[src/rtl/adc_ctrl_pkg.sv]
package adc_ctrl_pkg;
    typedef enum logic [1:0] {
        ST_IDLE  = 2'd0,
        ST_CONV  = 2'd1,
        ST_SLEEP = 2'd2,
        ST_WAKE  = 2'd3
    } ctl_state_t;
endpackage

[src/rtl/ctl_fsm.sv]
module ctl_fsm
    import adc_ctrl_pkg::*;
#(
    parameter int CONV_CYCLES = 2000,
    parameter int WAKE_CYCLES = 1500
) (
    input  logic clk,
    input  logic rst_n,
    input  logic req_level,
    input  logic req_rise,
    input  logic req_fall,
    output logic busy,
    output logic start_ok,
    output logic conv_done,
    output logic missed
);
    localparam int MAXC = (CONV_CYCLES > WAKE_CYCLES) ? CONV_CYCLES : WAKE_CYCLES;
    localparam int TW   = $clog2(MAXC + 1);
    localparam logic [TW-1:0] CONV_LD = TW'(CONV_CYCLES - 1);
    localparam logic [TW-1:0] WAKE_LD = TW'(WAKE_CYCLES - 1);

    ctl_state_t state, nxt;
    logic [TW-1:0] cnt, cnt_nxt;
    logic miss_hit;

    // State register process
    always_ff @(posedge clk or negedge rst_n) begin
        if (!rst_n) begin
            state  <= ST_IDLE;
            cnt    <= '0;
            missed <= 1'b0;
        end else begin
            state <= nxt;
            cnt   <= cnt_nxt;
            if (miss_hit) missed <= 1'b1;
        end
    end

    // Next-state process
    always_comb begin
        nxt       = state;
        cnt_nxt   = cnt;
        start_ok  = 1'b0;
        conv_done = 1'b0;
        miss_hit  = 1'b0;
        unique case (state)
            ST_IDLE: begin
                if (req_fall) begin
                    nxt      = ST_CONV;
                    cnt_nxt  = CONV_LD;
                    start_ok = 1'b1;
                end
            end
            ST_CONV: begin
                if (req_fall) miss_hit = 1'b1;
                if (cnt == '0) begin
                    conv_done = 1'b1;
                    nxt       = req_level ? ST_IDLE : ST_SLEEP;
                end else begin
                    cnt_nxt = cnt - 1'b1;
                end
            end
            ST_SLEEP: begin
                if (req_rise) begin
                    nxt     = ST_WAKE;
                    cnt_nxt = WAKE_LD;
                end
            end
            ST_WAKE: begin
                if (req_fall) miss_hit = 1'b1;
                if (cnt == '0) nxt = ST_IDLE;
                else           cnt_nxt = cnt - 1'b1;
            end
            default: nxt = ST_IDLE;
        endcase
    end

    // Output process
    always_comb begin
        busy = (state == ST_CONV);
    end
endmodule

[config.mk]
export PLATFORM = sky130hd
export DESIGN_NAME = ctl_fsm
export DESIGN_NICKNAME = d
export VERILOG_FILES = /design/src/rtl/adc_ctrl_pkg.sv /design/src/rtl/ctl_fsm.sv
export SDC_FILE = /design/constraint.sdc
export NUM_CORES = 1
export LEC_CHECK = 0
export ABC_AREA = 1
export BUFFER_PORTS_ARGS = -buffer_cell sky130_fd_sc_hd__buf_4
export CAP_MARGIN = 0
export CORE_UTILIZATION = 45
export DETAILED_ROUTE_END_ITERATION = 7
export MAX_ROUTING_LAYER = met4
export PLACE_DENSITY = 0.75
export SYNTH_ARGS = -nofsm -noshare
export SYNTH_HDL_FRONTEND = slang
export SYNTH_SLANG_ARGS = --single-unit
[constraint.sdc]
create_clock -name clk -period 1.6 [get_ports clk]
set_clock_uncertainty 0.1 [all_clocks]
set_input_delay 0.16 -clock clk [delete_from_list [all_inputs] [get_ports clk]]
set_output_delay 0.16 -clock clk [all_outputs]
set_load 0.1 [all_outputs]
==> results of run 1 <==
[report_power, final]
part	internal [mW]	switching (mW)	leakage, nW
combinational	0.407	0.520	0.484
clock	0.139	0.129	0.0210
sequential	0.481	0.118	0.153
total	1.03	0.767	0.657
[logic make-up (layout without fill, tap and decap cells)]
group / after synthesis / in the layout
simple gates: 68 / 68
buf+inv: 17 / 54
compound gates: 15 / 15
flops: 14 / 14
fa+ha+maj: 1 / 1
[routing by layer]
| layer | global-route usage, % | vias up | share of wire (%) |
|---|---|---|---|
| met2 | 43.38 | 46 | 48 |
| met4 | 6.471 | 0 | 2.5 |
| met3 | 4.762 | 11 | 6.2 |
| met5 | - | - | 0 |
| met1 | 33.33 | 444 | 44 |
| li1 | - | 452 | - |
[final cells by class]
type / count / area [sq um]
Clock buffer: 4 / 36.28
Inverter: 16 / 75.07
Tap cell: 25 / 31.28
Timing Repair Buffer: 33 / 301.5
Fill cell: 111 / 407.9
Timing Repair inverter: 1 / 8.758
Sequential cell: 14 / 350.3
Multi-Input combinational cell: 84 / 553.0
[cell usage in the layout (no fill, tap or decap), drive strengths merged, types with 4 or more instances in the layout]
cell and instances:
nand2 32, inv 16, o21ai 12, nor2 11, buf 31, nand4 5
dfrtp 14, clkbuf 4, nand3 13, nor3 5
[what timing repair did]
action | CTS | global route
setup endpoints to repair | 5 | 14
hold endpoints to repair | 15 | 0
setup buffers | 4 | 2
pin swaps | 4 | 4
hold buffers | 2 | 0
resized for setup | 16 | 19
gates cloned | 0 | 1
[how the worst max path moves through the flow]
stage                                     from            endpoint  slack [ps]  depth (start not counted)
after global placement      cnt[7]$_DFFE_PN0P_           conv_done          30                          6
final                     state[0]$_DFFE_PN0P_           conv_done        -260                          5
after CTS                   cnt[7]$_DFFE_PN0P_           conv_done        -180                          6
after floorplan           state[0]$_DFFE_PN0P_           conv_done        -270                          4
after detailed placement    cnt[1]$_DFFE_PN0P_  cnt[8]$_DFFE_PN0P_           5                          9
after global routing      state[0]$_DFFE_PN0P_           conv_done        -370                          5
[registers in the layout, summed over array words and instances, names as in the netlist, named ones only]
register and flops:
cnt 11, missed 1, state 1
[per-stage QoR]
stage	util [%]	hold WS (ps)	instances
after floorplan	-	-235.6	115
after global placement	64.68	-80.88	168
after detailed placement	64.68	-77.37	168
after CTS	72.41	67.24	177
after global routing	76.88	85.28	177
final	76.88	63.57	177
[worst max-delay path, stage by stage (launching register included)]
cell	delay [ps]
dfrtp_1	450
inv_4	100
nor3_2	190
nand4_1	150
nor3_4	210
buf_12	210
==> key figures, run 1 <==
Global routing
  – Gr usage total: 26.41%
  – First-pass GRT wire length: roughly 3800 um
  – Gr ovfl total: 0
  – Initial antenna violation count: 0
  – Vias in the first global route: 866
  – Largest net degree at the start of global routing: 15

Setup path
  – R2R setup slack: about 30 ps
  – Critical path arrival: about 1600 ps
  – CP Class: flip-flop to output pin
  – FF-to-FF path depth: 8
  – Crit path launch type: flip-flop
  – R2R Path Start: cnt[3]$_DFFE_PN0P_
  – Crit path max fanout: 6
  – Capturing element type of the critical path: output pin
  – Worst R2R End: cnt[0]$_DFFE_PN0P_
  – CP required: about 1300 ps

Yosys
  – Top cell type's share of synthesized area: 40.17%
  – Synth Area in Compound Gates: 11.05%
  – Seq cells post-synth: 14
  – Seq/Total Area, Yosys: 40.17%
  – Ys Warns: 0
  – Asr flop ratio synth: between 90% and 100%
  – Count leader, synth: nand2_1
  – Mapped Cells: approximately 120
  – Post-synthesis xor/xnor area fraction: 0%
  – Avg Inst Size Synth: 7.583 sq um
  – Post-synthesis adder-cell area fraction: around 1.4%
  – Synth unique cells: 22
  – Simple-gate area share of the yosys netlist: between 30 and 40%
  – Largest cells by area after synthesis: dfrtp_1, nand2_1, nand3_1
  – Syn nets: 121
  – Post-synth EDFFs: 0
  – Main synth FF type: dfrtp_1
  – Top post-synthesis cells by count: nand2_1, dfrtp_1, inv_1
  – Multiplexer share of the synthesized area: 0%
  – Main combinational cell family by area after synthesis: simple AND/OR/NAND/NOR gates
  – Dominant cell type by area after synthesis: dfrtp_1
  – Post-synthesis cell area: about 870 sq um

Clock tree
  – H-Tree Depth: 1
  – Root buf cell: clkbuf_4
  – Bufs on Longest Clock Path: 2
  – Clock slew at reported path FFs: about 90 ps
  – CTS tree: yes
  – Worst-skew pair later-pin latency: around 290 ps
  – Clk sink count: 14
  – CTS Buf Count: 3

Timing
  – Setup TNS Final: -257.5 ps
  – Period minus WS final: 1858 ps
  – Final Hold Fails: 0
  – Final setup viols: 1
  – Relative slew slack: around 83%
  – PnR worst setup slack: -257.5 ps
  – Fmax: around 540 MHz
  – Fin crit share: 116.1%
  – Max-slew violations: 0
  – RSZ-0062 raised after global routing: true
  – Worst-Margin Slew: 256.9 ps

Status
  – Failing checks: negative setup slack
  – Status: finished, violations left

Power and ir drop
  – Total Power: between 1.5 and 2 mW
  – Power Dens Cells: 1323 nW/um^2
  – Maximum vdd ir drop: just under 1 mV
  – P_leak: around 0.66 nW

Placement
  – Final HPWL DP: about 1500 um
  – Cell Area, Placed: between 1000 and 1500 sq um
  – Final GP Congestion: roughly 0.8
  – Place WS: approximately 4.6 ps
  – Number of buffers added on ports: 8

Detailed routing
  – WL final: 2660 um
  – Initial drt markers: 31
  – DR pass1 iterations: 4
  – Routed Antenna Nets: 0
  – Avg WL per Cell: about 15 um
  – Vias per Instance: approximately 5.4
  – Remaining DRCs: 0
  – Total vias in the final route: approximately 950

Floorplanning
  – Ports: 9
  – CORE AREA: 1764 sq um
  – Die Ht: 46.02 um
  – Starting Density: between 40% and 50%
  – Die W: between 40 and 50 um
  – Die ar.: around 2100 sq um
  – # rows: 15

Layout
  – N_diodes: 0
  – Final net count: about 160
  – Finished Cell Area: roughly 1400 sq um
  – Layout cells sized above 1: 48.03%
  – Synth-to-Final Area Change: 55.52%

Run
  – Max Cap Violations: 0

Min path
  – Hold endpoint: missed$_DFFE_PN0P_
  – Hold path startpoint: req_fall
  – WHS Path Cells: 3
  – Hold Crit Class: input pin to flip-flop
No activity file was read; power rests on OpenSTA's default activity.
==> run 2, diff against run 1 <==
- PLACE_DENSITY: 0.75 -> 0.73
- clock period: 1.6 -> 2.05 ns (I/O delays scaled with it)
==> key figures, run 2 (same netlist as run 1, synthesis figures left out) <==
Layout
  – Synth-to-Final Area Change: 20.09%
  – Final net count: 136 (-14%)
  – Most frequent cells in the layout: nand2_1, dfrtp_1, inv_1
  – Finished Cell Area: 1047 sq um (-23%)
  – Layout cells sized above 1: 27.91% (-20 points)
  – Number of flip-flops in the largest register: 11 (unchanged)
  – N_diodes: 0 (unchanged)
  – Most common cell after layout, fill and taps aside: nand2_1
  – Largest Register: cnt
  – Biggest regs: cnt x11, missed x1, state x1
  – Layout fillers: 154 (+39%)

Power and ir drop
  – P_int: 654.8 uW (-36%)
  – Combinational share of power: 40.6% (-11 points)
  – P_leak: 0.5089 nW (-23%)
  – Flop pwr share: 41.4% (+8.0 points)
  – Psw: 474.4 uW (-38%)
  – Power Dens Cells: 1078 nW/um^2 (-18%)
  – Switching share of power: 42.01% (-0.75 points)
  – Clk pwr share: 18.0% (+3.1 points)
  – Maximum vdd ir drop: 0.6948 mV (-29%)

Timing
  – Max-slew violations: 0 (unchanged)
  – RSZ-0062 raised after global routing: false
  – Fin crit share: a little over nine tenths
  – Relative slew slack: 75.75% (-6.9 points)
  – Fmax: 509.7 MHz
  – Setup TNS Final: 0 ps (+257.5 ps)
  – Worst-Margin Slew: 361.0 ps (+104.0 ps)
  – Period minus WS final: just under 2000 ps
  – Final setup viols: 0 (-1)
  – Final Hold Fails: 0 (unchanged)

Global routing
  – M1 GR Usage: 27.97% (-5.4 points)
  – Initial antenna violation count: 0 (unchanged)
  – Gr ovfl total: 0 (unchanged)
  – M3 GR Usage: 4.762% (unchanged)
  – Met2 Usage GRT: 29.58% (-14 points)
  – Gr usage total: 21.51% (-4.9 points)
  – Largest net degree at the start of global routing: 15 (unchanged)
  – Vias in the first global route: 713 (-18%)
  – GR peak layer: met2
  – First-pass GRT wire length: 3022 um (-21%)

Detailed routing
  – DR pass1 iterations: 4 (unchanged)
  – Remaining DRCs: 0 (unchanged)
  – Avg WL per Cell: 11.88 um (-21%)
  – Total vias in the final route: 798 (-16%)
  – Routed Antenna Nets: 0 (unchanged)
  – Vias per Instance: 5.182 (-3.8%)
  – WL final: 1830 um (-31%)
  – Initial drt markers: 27 (-13%)

Setup path
  – Crit path launch type: flip-flop
  – Capturing element type of the critical path: output pin
  – CP required: 1750 ps (+410 ps)
  – Crit path max fanout: 8 (+2)
  – R2R Path Start: cnt[1]$_DFFE_PN0P_
  – Setup crit start: state[0]$_DFFE_PN0P_
  – CP Class: flip-flop to output pin
  – Critical path arrival: 1660 ps (+60 ps)

Floorplanning
  – CORE AREA: 1764 sq um (unchanged)
  – Die W: 46.02 um (unchanged)
  – Starting Density: 49.43% (unchanged)
  – Ports: 9 (unchanged)
  – Die Ht: 46.02 um (unchanged)
  – # rows: 15 (unchanged)
  – Die ar.: 2118 sq um (unchanged)

Clock tree
  – H-Tree Depth: 1 (unchanged)
  – Bufs on Longest Clock Path: 2 (unchanged)
  – Clk sink count: 14 (unchanged)
  – Worst-skew pair later-pin latency: 290 ps (about the same)
  – Clock slew at reported path FFs: 80 ps (about the same)
  – CTS Buf Count: 3 (unchanged)
  – CTS tree: yes
  – Post-CTS setup buffers: 0 (-4)
  – Root buf cell: clkbuf_4

Placement
  – Number of buffers added on ports: 8 (unchanged)
  – Cell Area, Placed: 975.9 sq um (-14%)
  – Final GP Congestion: 0.9139 (+14%)
  – Final HPWL DP: 1410 um (-5.8%)

Min path
  – Hold path startpoint: req_fall
  – Hold Crit Class: input pin to flip-flop

Run
  – Max Cap Violations: 0 (unchanged)

Status
  – Status: finished, final reports clean
[run 2: cell count changes in the layout (fill, tap and decap cells not counted), moves of 3 or more]
cell / previous run / this run
buf_4: 25 / 8
buf_6: 3 / 0
inv_1: 9 / 12
nand2_1: 24 / 27
nor2_1: 4 / 8
nor2_4: 3 / 0
[run 2: power groups by stage]
stage | sequential [mW] | clock (mW) | combinational [mW]
floorplan | 0.443 | 0 | 0.358
finish | 0.467 | 0.203 | 0.459
global route | 0.482 | 0.217 | 0.530
CTS | 0.466 | 0.206 | 0.454
detailed placement | 0.466 | 0 | 0.451
global placement | 0.471 | 0 | 0.439
[run 2: worst max-delay path, cell delays in order (launching register included)]
cell     delay, ps
dfrtp_1        490
inv_2          160
nor3_1         200
nand4_1        150
nor3_4         170
buf_12         200
[run 2: what timing repair did]
| action | 4_1_cts | 5_1_grt |
|---|---|---|
| resized for setup | 1 | 4 |
| pin swaps | 0 | 0 |
| gates cloned | 0 | 0 |
| hold buffers | 2 | 0 |
| endpoints found under the hold margin | 15 | 0 |
| endpoints found under the setup margin | 1 | 4 |
[run 2: routing by layer]
layer,wire [um],vias up
li1,-,407
met4,53,0
met2,790,23
met1,903,361
met3,83,7
met5,0,-
[run 2: stage by stage]
stage,std cells,power (mW),worst slack (ps),hold slack (ps),util [%]
floorplan,115,0.8014,115.7,-190.6,-
global placement,148,0.9094,261.3,-35.63,55.32
detailed placement,148,0.9166,164.3,-34.89,55.32
CTS,154,1.125,20.86,98.13,58.72
global route,154,1.229,6.131,103.3,59.36
finish,154,1.129,87.96,106.0,59.36
[run 2: cell type report]
type	instances	area [sq um]	area share (%)
Tap cell	25	31.28	2.987
Timing Repair Buffer	11	100.1	9.558
Clock buffer	4	36.28	3.465
Inverter	16	60.06	5.735
Sequential cell	14	350.3	33.45
Multi-Input combinational cell	84	469.2	44.80
[run 2: path summary, 6_finish.rpt]
kind	to	slack [ps]	cells after the start
worst max-delay path	conv_done	90	5
worst min-delay path	missed$_DFFE_PN0P_	110	3
worst max register to register	cnt[8]$_DFFE_PN0P_	230	9
worst min register to register	missed$_DFFE_PN0P_	390	1
max in group asynchronous	missed$_DFFE_PN0P_	1490	2
min in group asynchronous	cnt[5]$_DFFE_PN0P_	200	2
